## src/rtl/swdiv_pkg.sv

```systemverilog
package swdiv_pkg;

  typedef enum logic {
    BAND_SWALLOW = 1'b0,
    BAND_DIRECT  = 1'b1
  } band_e;

  localparam int unsigned MIN_PERIOD = 2;

endpackage

```

## src/rtl/swdiv_reset_sync.sv

```systemverilog
module swdiv_reset_sync #(
  parameter int unsigned STAGES = 2
) (
  input  logic clk,
  input  logic rst_n,
  output logic rst_sync_n
);

  logic [STAGES-1:0] sync_q;

  generate
    if (STAGES == 1) begin : g_single
      always_ff @(posedge clk or negedge rst_n) begin
        if (!rst_n) sync_q <= '0;
        else        sync_q <= 1'b1;
      end
    end else begin : g_chain
      always_ff @(posedge clk or negedge rst_n) begin
        if (!rst_n) sync_q <= '0;
        else        sync_q <= {sync_q[STAGES-2:0], 1'b1};
      end
    end
  endgenerate

  assign rst_sync_n = sync_q[STAGES-1];

endmodule

```

## src/rtl/swdiv_reload_calc.sv

```systemverilog
module swdiv_reload_calc
  import swdiv_pkg::*;
#(
  parameter int unsigned PROG_W = 8,
  parameter int unsigned SWAL_W = 6,
  parameter int unsigned DIR_W  = 14,
  parameter int unsigned CNT_W  = (DIR_W > PROG_W) ? DIR_W : PROG_W
) (
  input  band_e             band,
  input  logic [PROG_W-1:0] prog_word,
  input  logic [SWAL_W-1:0] swal_word,
  input  logic [DIR_W-1:0]  dir_word,
  output logic [CNT_W-1:0]  cnt_init,
  output logic [SWAL_W-1:0] swal_init
);

  localparam logic [CNT_W-1:0] PERIOD_FLOOR = CNT_W'(MIN_PERIOD);

  logic [CNT_W-1:0] raw_period;
  logic [CNT_W-1:0] period;

  always_comb begin
    if (band == BAND_DIRECT) raw_period = CNT_W'(dir_word);
    else                     raw_period = CNT_W'(prog_word);
  end

  always_comb begin
    if (raw_period < PERIOD_FLOOR) period = PERIOD_FLOOR;
    else                           period = raw_period;
  end

  // The terminal-count cycle is part of the period, so load period - 1.
  assign cnt_init  = period - CNT_W'(1);
  assign swal_init = (band == BAND_SWALLOW) ? swal_word : '0;

endmodule

```

## src/rtl/swdiv_main_counter.sv

```systemverilog
module swdiv_main_counter #(
  parameter int unsigned CNT_W = 14
) (
  input  logic             clk,
  input  logic             rst_n,
  input  logic             cnt_en,
  input  logic [CNT_W-1:0] load_val,
  output logic             reload,
  output logic             pulse
);

  logic [CNT_W-1:0] cnt_q, cnt_d;
  logic             pulse_q, pulse_d;
  logic             at_terminal;

  assign at_terminal = (cnt_q == '0);
  assign reload      = cnt_en && at_terminal;

  always_comb begin
    cnt_d   = cnt_q;
    pulse_d = 1'b0;
    if (cnt_en) begin
      if (at_terminal) begin
        cnt_d   = load_val;
        pulse_d = 1'b1;
      end else begin
        cnt_d   = cnt_q - CNT_W'(1);
      end
    end
  end

  always_ff @(posedge clk or negedge rst_n) begin
    if (!rst_n) begin
      cnt_q   <= '0;
      pulse_q <= 1'b0;
    end else begin
      cnt_q   <= cnt_d;
      pulse_q <= pulse_d;
    end
  end

  assign pulse = pulse_q;

endmodule

```

## src/rtl/swdiv_swallow_stage.sv

```systemverilog
module swdiv_swallow_stage #(
  parameter int unsigned SWAL_W = 6
) (
  input  logic              clk,
  input  logic              rst_n,
  input  logic              cnt_en,
  input  logic              reload,
  input  logic [SWAL_W-1:0] load_val,
  output logic              plus_one
);

  logic [SWAL_W-1:0] swal_q, swal_d;
  logic              swal_busy;

  assign swal_busy = (swal_q != '0);

  always_comb begin
    swal_d = swal_q;
    if (cnt_en) begin
      if (reload)         swal_d = load_val;
      else if (swal_busy) swal_d = swal_q - SWAL_W'(1);
    end
  end

  always_ff @(posedge clk or negedge rst_n) begin
    if (!rst_n) swal_q <= '0;
    else        swal_q <= swal_d;
  end

  assign plus_one = swal_busy;

endmodule

```

## src/rtl/swallow_divider.sv

```systemverilog
module swallow_divider
  import swdiv_pkg::*;
#(
  parameter int unsigned PROG_W      = 8,
  parameter int unsigned SWAL_W      = 6,
  parameter int unsigned DIR_W       = 14,
  parameter int unsigned SYNC_STAGES = 2
) (
  input  logic              clk,
  input  logic              rst_n,
  input  logic              standby,
  input  logic              am_band,
  input  logic              range_hi,
  input  logic [PROG_W-1:0] prog_word,
  input  logic [SWAL_W-1:0] swal_word,
  input  logic [DIR_W-1:0]  am_word,
  output logic [1:0]        mod_ctl,
  output logic              div_pulse
);

  localparam int unsigned CNT_W = (DIR_W > PROG_W) ? DIR_W : PROG_W;

  logic              rst_sync_n;
  logic              cnt_en;
  logic              reload;
  logic              plus_one;
  logic [CNT_W-1:0]  cnt_init;
  logic [SWAL_W-1:0] swal_init;
  band_e             band_sel;
  logic              act_am_q, act_am_d;
  logic              act_range_q, act_range_d;

  assign band_sel = band_e'(am_band);
  assign cnt_en   = ~standby;

  swdiv_reset_sync #(
    .STAGES (SYNC_STAGES)
  ) u_rst_sync (
    .clk        (clk),
    .rst_n      (rst_n),
    .rst_sync_n (rst_sync_n)
  );

  swdiv_reload_calc #(
    .PROG_W (PROG_W),
    .SWAL_W (SWAL_W),
    .DIR_W  (DIR_W),
    .CNT_W  (CNT_W)
  ) u_reload_calc (
    .band      (band_sel),
    .prog_word (prog_word),
    .swal_word (swal_word),
    .dir_word  (am_word),
    .cnt_init  (cnt_init),
    .swal_init (swal_init)
  );

  swdiv_main_counter #(
    .CNT_W (CNT_W)
  ) u_main_counter (
    .clk      (clk),
    .rst_n    (rst_sync_n),
    .cnt_en   (cnt_en),
    .load_val (cnt_init),
    .reload   (reload),
    .pulse    (div_pulse)
  );

  swdiv_swallow_stage #(
    .SWAL_W (SWAL_W)
  ) u_swallow (
    .clk      (clk),
    .rst_n    (rst_sync_n),
    .cnt_en   (cnt_en),
    .reload   (reload),
    .load_val (swal_init),
    .plus_one (plus_one)
  );

  // Band and range for the running period are captured only at reload.
  always_comb begin
    act_am_d    = act_am_q;
    act_range_d = act_range_q;
    if (reload) begin
      act_am_d    = (band_sel == BAND_DIRECT);
      act_range_d = range_hi;
    end
  end

  always_ff @(posedge clk or negedge rst_sync_n) begin
    if (!rst_sync_n) begin
      act_am_q    <= 1'b0;
      act_range_q <= 1'b0;
    end else begin
      act_am_q    <= act_am_d;
      act_range_q <= act_range_d;
    end
  end

  assign mod_ctl = act_am_q ? 2'b00 : {act_range_q, plus_one};

endmodule

```

## config.mk

```make
export PLATFORM = sky130hd
export DESIGN_NAME = swallow_divider
export DESIGN_NICKNAME = d
export VERILOG_FILES = /design/src/rtl/swdiv_pkg.sv /design/src/rtl/swdiv_reset_sync.sv /design/src/rtl/swdiv_reload_calc.sv /design/src/rtl/swdiv_main_counter.sv /design/src/rtl/swdiv_swallow_stage.sv /design/src/rtl/swallow_divider.sv
export SDC_FILE = /design/constraint.sdc
export NUM_CORES = 1
export LEC_CHECK = 0
export BUFFER_PORTS_ARGS = -buffer_cell sky130_fd_sc_hd__buf_2
export CORE_ASPECT_RATIO = 1.5
export CORE_MARGIN = 3
export CORE_UTILIZATION = 45
export DETAILED_ROUTE_END_ITERATION = 10
export PLACE_DENSITY = 0.73
export SLEW_MARGIN = 15
export SYNTH_ARGS = -nofsm -noshare
export SYNTH_HDL_FRONTEND = slang
export SYNTH_SLANG_ARGS = --single-unit
```

## constraint.sdc

```tcl
create_clock -name clk -period 0.91 [get_ports clk]
set_input_delay 0.2275 -clock clk [delete_from_list [all_inputs] [get_ports clk]]
set_output_delay 0.2275 -clock clk [all_outputs]
set_load 0.01 [all_outputs]
```

==> results.cfg, run 1 <==
[hold_path]
min_delay_worst_endpoint = act_range_q
number_of_cells_traversed_by_the_worst_hold_path = 2
hp-start = range_hi
min-delay-path-class = input pin to flip-flop

[synth]
yosysWarnings = 0
synth.top_cells.by_count = 25 x dfrtp_1, 15 x a21oi_1, 15 x nand2_1, 14 x nor2_1, 14 x nor3_1
asyncSetResetFlopFracSynth_pct = 100.0
ys.flop_type = dfrtp_1
synth_compound_gate_area_share_pct = 23.79
synth_seq_cells = 25
syn-num-nets = 250
post_synth_inst_count = 214
yosys-top-cells-area = dfrtp_1 34%, mux2_2 6.0%, a21oi_1 4.0%
adder_and_majority_cell_fraction_of_the_synthesized_area_pct = 2.016
synth_top_area_share_pct = 33.60
yosysMostFrequentCell = dfrtp_1
synth_edf_count = 0
synth_simple_gate_area_share_pct = 26.14
synth.avg_cell_area_um2 = 8.700
synth.lib_cells_used.distinct = 52
yosys.area.top_type = dfrtp_1
muxShareOfSynthArea_pct = 8.199
syn-cell-area_um2 = 1862
sequential_area_share_after_synthesis_pct = 33.60
synth-xor-area-share_pct = 2.823
dominant_combinational_cell_family_by_area_after_synthesis = simple AND/OR/NAND/NOR gates

[placement]
hpwl_um = 4979
io_buffers = 35
gpl.final_weighted_congestion = 0.9263

[die]
die_height_um = 84.78
die_width_um = 58.52
io-pin-count = 36
die-area_um2 = 4961
core.rowCount = 28
starting_utilization_of_the_core_area_pct = 47.03
core_um2 = 3959

[pwr]
p_total_mw = 6.085
p_leak_nw = 1.345
cellPowerDensity_nw_per_um2 = 1954
power.ir.vdd_worst_v = 0.001632

[timing]
final_period_minus_worst_setup_slack_ns = 2.915
setup_violations = 26
grt_setup_unrepaired = yes
final-max-slew-violation-count = 0
max_freq_mhz = 343.1
timing.max_slew.rel_slack_pct = 48.98
final_worst_path_period_share_pct = 320.3
crit_path_setup_slack_layout_ns = -2.005
fin_worst_skew_ns = 0.001642
worst_pin_slew_ns = 0.7582
timing.final.hold_violations = 0

[global_route]
grt_first_pass_wirelength_um = 11320
grt_start_max_net_pins = 31
antenna_found_initial = 0
grt_usage_pct = 29.73
via_count_of_the_first_global_routing_pass = 2528
globalRoute.totalOverflow = 0

[outcome]
run_status = finished with violations
violations_in_the_final_reports = negative setup slack

[critical_path]
r2r_end = u_main_counter.cnt_q[8]
critPathCaptureType = flip-flop
critical_path_arrival_ns = 3.12
crit-reg2reg-launch = u_main_counter.cnt_q[6]
crit_path_start_kind = input pin
worstPathMaxFanout = 3
rr_worst_depth = 13
reg2reg_slack_ns = -1.74
critical-path-slowest-cell = or4_4
critical_path.n_buffers_inverters = 1
category_of_cells_accounting_for_the_largest_share_of_critical_path_delay = simple AND/OR/NAND/NOR gates
max_stage_delay_ns = 0.57
timing_worst_setup_path_type = input pin to flip-flop
timing.critical_path.cells = buf_6 -> or4b_4 -> or4_4 -> o31ai_4 -> nand2_1 -> a31oi_2 -> ha_2 -> nand2b_1 -> nand3b_1 -> a2111oi_4 -> nand4_1 -> a211o_1 -> nand3_1
timing.critical_path.required_ns = 1.12

[layout]
num_antenna_cells = 0
multiInputGateArea_um2 = 1431
areaGrowthSynthToFinish_pct = 67.27
sequential_cell_area_um2 = 626.9
finish.net_count = 372
num-fill-cells = 281
finalCoreUtilization_pct = 78.67
layout-drive-gt1-share_pct = 53.73

[route]
routed_wirelength_um = 7310
detailedRoute.firstPassIterationCount = 4
drt_first_iter_violations = 110
detailroute.via_count = 2353
routed_wire_length_per_instance_um = 19.24
detail_route.drc_violations = 0
drt.antenna.violating_nets = 0
routed_vias_inst = 6.192

[clock_network]
cts_inserted_buffers = 3
cts_root_buffer = clkbuf_8
cts-htree-levels = 1
worst_skew_pair.late_latency_ns = 0.26
max-clock-path-buffers = 2
cts_tree = done
path_clk_slew_ns = 0.08
sinks_on_the_clock_net = 25

[run]
max_capacitance_violation_count = 0
## power breakdown
| group | total (mW) | leakage [nW] | switching [mW] | internal [mW] |
|---|---|---|---|---|
| combinational | 3.73 | 1.01 | 1.81 | 1.91 |
| sequential | 1.71 | 0.305 | 0.241 | 1.47 |
| clock | 0.648 | 0.0255 | 0.342 | 0.306 |
## how the worst max path moves through the flow
| stage | to | from | depth (start not counted) | slack [ns] |
|---|---|---|---|---|
| after global routing | u_main_counter.cnt_q[12] | am_word[7] | 13 | -2.12 |
| final | u_main_counter.cnt_q[12] | am_word[7] | 13 | -2.00 |
| after global placement | u_main_counter.cnt_q[12] | am_word[12] | 14 | -2.16 |
| after detailed placement | u_main_counter.cnt_q[12] | am_word[12] | 14 | -2.27 |
| after CTS | u_main_counter.cnt_q[12] | am_word[2] | 13 | -1.90 |
| after floorplan | u_main_counter.cnt_q[12] | am_word[7] | 12 | -1.97 |
## stage by stage
step	setup slack (ns)	instance area, um2	instances	hold slack [ns]	setup TNS, ns
floorplan	-1.969	1978	214	-0.06809	-34.09
global placement	-2.159	2736	363	0.01233	-39.25
detailed placement	-2.271	2736	363	0.01337	-40.22
CTS	-1.897	2985	377	0.1852	-34.96
global route	-2.122	3114	380	0.1854	-38.63
finish	-2.005	3114	380	0.1902	-36.91
## cells by family (layout without fill, tap and decap cells)
logic type,Yosys count,after routing
AOI/OAI and AO/OA,66,66
and+or+nand+nor,84,84
xor gates and xnor gates,6,6
other,1,1
adders and majority gates,3,3
muxes,14,14
DFF,25,25
buffers and inverters,15,136
## repair_timing
action | 4_1_cts | 5_1_grt
buffers inserted | 8 | 10
hold buffers | 1 | 0
endpoints found under the setup margin | 26 | 26
pin swaps | 19 | 17
resized for setup | 28 | 23
gates cloned | 1 | 0
endpoints found under the hold margin | 2 | 0
## cell type report
class,instances,area share [%]
multi-input combinational,174,45.96
timing repair buffer,127,30.01
clock inverter,1,0.1607
inverter,5,0.6027
sequential,25,20.13
tap,45,1.808
clock buffer,3,1.326
## sequential cells by signal (all words and copies together) (netlist names)
| register | cells |
|---|---|
| u_swallow.swal_q | 6 |
| u_rst_sync.sync_q | 2 |
| act_range_q | 1 |
| act_am_q | 1 |
| u_main_counter.cnt_q | 14 |
| u_main_counter.pulse | 1 |
## placed cells by master (no fill, tap or decap), drive strengths merged, types with 2 or more instances in the layout
cell type | synthesis | layout
o21ai | 12 | 12
o22a | 2 | 2
o22ai | 2 | 2
dfrtp | 25 | 25
nor4 | 9 | 9
a211oi | 3 | 3
o31ai | 4 | 4
nand2 | 15 | 15
or4 | 5 | 5
ha | 3 | 3
a22oi | 5 | 5
clkbuf | 6 | 3
mux2 | 10 | 10
a21oi | 16 | 16
a211o | 2 | 2
nand4 | 2 | 2
buf | 4 | 126
nor3 | 14 | 14
mux2i | 4 | 4
xor2 | 4 | 4
a2111oi | 2 | 2
nor2 | 14 | 14
xnor2 | 2 | 2
nand3b | 7 | 7
inv | 5 | 5
nand2b | 3 | 3
nand3 | 5 | 5
or4b | 2 | 2
or3 | 4 | 4
a31oi | 7 | 7
## per-layer routing
layer / part of all wire, % / GRT usage [%]
met5: 0 / 0
met4: 7.9 / 21.10
met3: 4.2 / 3.692
met2: 56 / 56.15
met1: 32 / 27.56
Power figures use the tool's default switching activity.
==> inputs of run 2 (changes only) <==
--- a/config.mk
+++ b/config.mk
@@ -10,7 +10,7 @@
 export CORE_MARGIN = 3
 export CORE_UTILIZATION = 45
 export DETAILED_ROUTE_END_ITERATION = 10
-export PLACE_DENSITY = 0.73
+export PLACE_DENSITY = 0.69
 export SLEW_MARGIN = 15
 export SYNTH_ARGS = -nofsm -noshare
 export SYNTH_HDL_FRONTEND = slang
==> results.cfg, run 2 (same netlist as run 1, synthesis figures left out) <==
[outcome]
run_status = finished with violations
violations_in_the_final_reports = negative setup slack

[pwr]
power.ir.vdd_worst_v = 0.002027
cellPowerDensity_nw_per_um2 = 1960
p_leak_nw = 1.355

[layout]
layout_top_registers = u_main_counter.cnt_q: 14 flops, u_swallow.swal_q: 6 flops, u_rst_sync.sync_q: 2 flops
non_filler_instances = 386
finish.net_count = 378
largest_register_ffs = 14
most_common_cell_after_layout_fill_and_taps_aside = buf_4
layout-drive-gt1-share_pct = 54.55
num_antenna_cells = 0
finalCoreUtilization_pct = 79.17
num-fill-cells = 296
multiInputGateArea_um2 = 1415
final_cell_mix = 86 x buf_4, 34 x buf_2, 25 x dfrtp_1
sequential_cell_area_um2 = 625.6
regMostFlops = u_main_counter.cnt_q
areaGrowthSynthToFinish_pct = 68.35

[route]
routed_wirelength_um = 6614
routed_wire_length_per_instance_um = 17.13
detailroute.via_count = 2298
detailedRoute.firstPassIterationCount = 4
drt.antenna.violating_nets = 0
routed_vias_inst = 5.953
detail_route.drc_violations = 0
drt_first_iter_violations = 105

[placement]
dpl_worst_slack_ns = -2.302
gpl.final_weighted_congestion = 0.9957
io_buffers = 35
total_placed_cells_including_tap_cells = 367
hpwl_um = 4863

[die]
die_height_um = 84.78
die_width_um = 58.52
core_um2 = 3959
io-pin-count = 36
starting_utilization_of_the_core_area_pct = 47.03
core.rowCount = 28
die-area_um2 = 4961

[global_route]
via_count_of_the_first_global_routing_pass = 2373
globalRoute.totalOverflow = 0
grt_usage_pct = 27.67
antenna_found_initial = 0
grt_first_pass_wirelength_um = 10700
grt_start_max_net_pins = 31

[timing]
final_period_minus_worst_setup_slack_ns = 2.860
crit_path_setup_slack_layout_ns = -1.950
finalHoldWorstSlack_ns = 0.1797
fin_worst_skew_ns = 0.005170
final-max-slew-violation-count = 0
timing.final.hold_violations = 0
grt_setup_unrepaired = yes
max_freq_mhz = 349.7
final_worst_path_period_share_pct = 314.2
worst_pin_slew_ns = 0.4796
setup_violations = 26
final.setup.tns_ns = -36.52
timing.max_slew.rel_slack_pct = 67.20

[critical_path]
max_stage_delay_ns = 0.54
critical_path_arrival_ns = 3.06
critPathCaptureType = flip-flop
worstPathMaxFanout = 4
critical-path-slowest-cell = or4_4
timing_worst_setup_path_type = input pin to flip-flop
reg2reg_slack_ns = -1.82
timing.critical_path.cells = buf_6 -> or4_4 -> or4_4 -> buf_6 -> a221oi_2 -> buf_4 -> a21oi_2 -> ha_2 -> nand2b_1 -> nand3b_1 -> a2111oi_4 -> buf_4 -> buf_4 -> nor2_2 -> a21oi_1 -> o2bb2ai_1
timing.critical_path.required_ns = 1.11
crit_path_start_kind = input pin
worst_path_most_repeated_cell = buf_4

[clock_network]
sinks_on_the_clock_net = 25
cts-htree-levels = 1
max-clock-path-buffers = 2
cts_tree = done
path_clk_slew_ns = 0.10
cts_root_buffer = clkbuf_8
cts_inserted_buffers = 3
worst_skew_pair.late_latency_ns = 0.27

[hold_path]
min-delay-path-class = input pin to flip-flop

[run]
max_capacitance_violation_count = 0
## run 2: changes by cell type in the layout (fill, tap and decap cells not counted), moves of 2 or more
cell / change
a21oi_1: +2
a21oi_2: -2
buf_2: +3
buf_4: +6
buf_6: -4
or3_1: -2
or3_4: +2
## run 2: through the flow
step | total power, mW | instance area [um2]
floorplan | 3.288 | 1978
global placement | 4.813 | 2779
detailed placement | 4.922 | 2779
CTS | 5.910 | 3037
global route | 6.552 | 3134
finish | 6.143 | 3134
## run 2: final timing paths
| check | start | cells after the start | endpoint |
|---|---|---|---|
| setup / recovery | am_word[12] | 16 | u_main_counter.cnt_q[8] |
| hold / removal | range_hi | 2 | act_range_q |
| setup reg to reg | u_main_counter.cnt_q[10] | 13 | u_main_counter.cnt_q[8] |
| hold reg to reg | u_rst_sync.sync_q[1] | 1 | act_am_q |
| max in group asynchronous | u_rst_sync.sync_q[1] | 1 | u_main_counter.cnt_q[8] |
| min in group asynchronous | u_rst_sync.sync_q[1] | 1 | act_am_q |
## run 2: layout make-up
cell class	instances	area share, %
Tap cell	45	1.796
Multi-Input combinational cell	174	45.15
Sequential cell	25	19.96
Timing Repair Buffer	133	30.94
Clock inverter	1	0.2395
Clock buffer	3	1.317
Inverter	5	0.5988
## run 2: report_power, final
| group | switching [mW] | leakage [nW] | internal [mW] |
|---|---|---|---|
| Sequential | 0.222 | 0.307 | 1.47 |
| Clock | 0.385 | 0.0217 | 0.311 |
| Combinational | 1.75 | 1.03 | 2.00 |
## run 2: worst max-delay path: cells and delay by family
kind	cells	cell delay, ns
buffers and inverters	5	0.70
AOI/OAI and AO/OA	5	0.52
and+or+nand+nor	5	1.43
adders and majority gates	1	0.18
## run 2: timing repair
item | 4_1_cts | 5_1_grt
setup endpoints to repair | 26 | 26
hold buffers | 1 | 0
resized for setup | 27 | 17
pin swaps | 22 | 18
setup buffers | 10 | 6
endpoints found under the hold margin | 2 | 0
## run 2: routing by layer
layer	part of all wire (%)	track usage (%)	wire length, um
met1	35	28.54	2315
met2	56	52.59	3736
met3	3.9	2.154	257
met4	4.6	14.35	304
met5	0	0	0
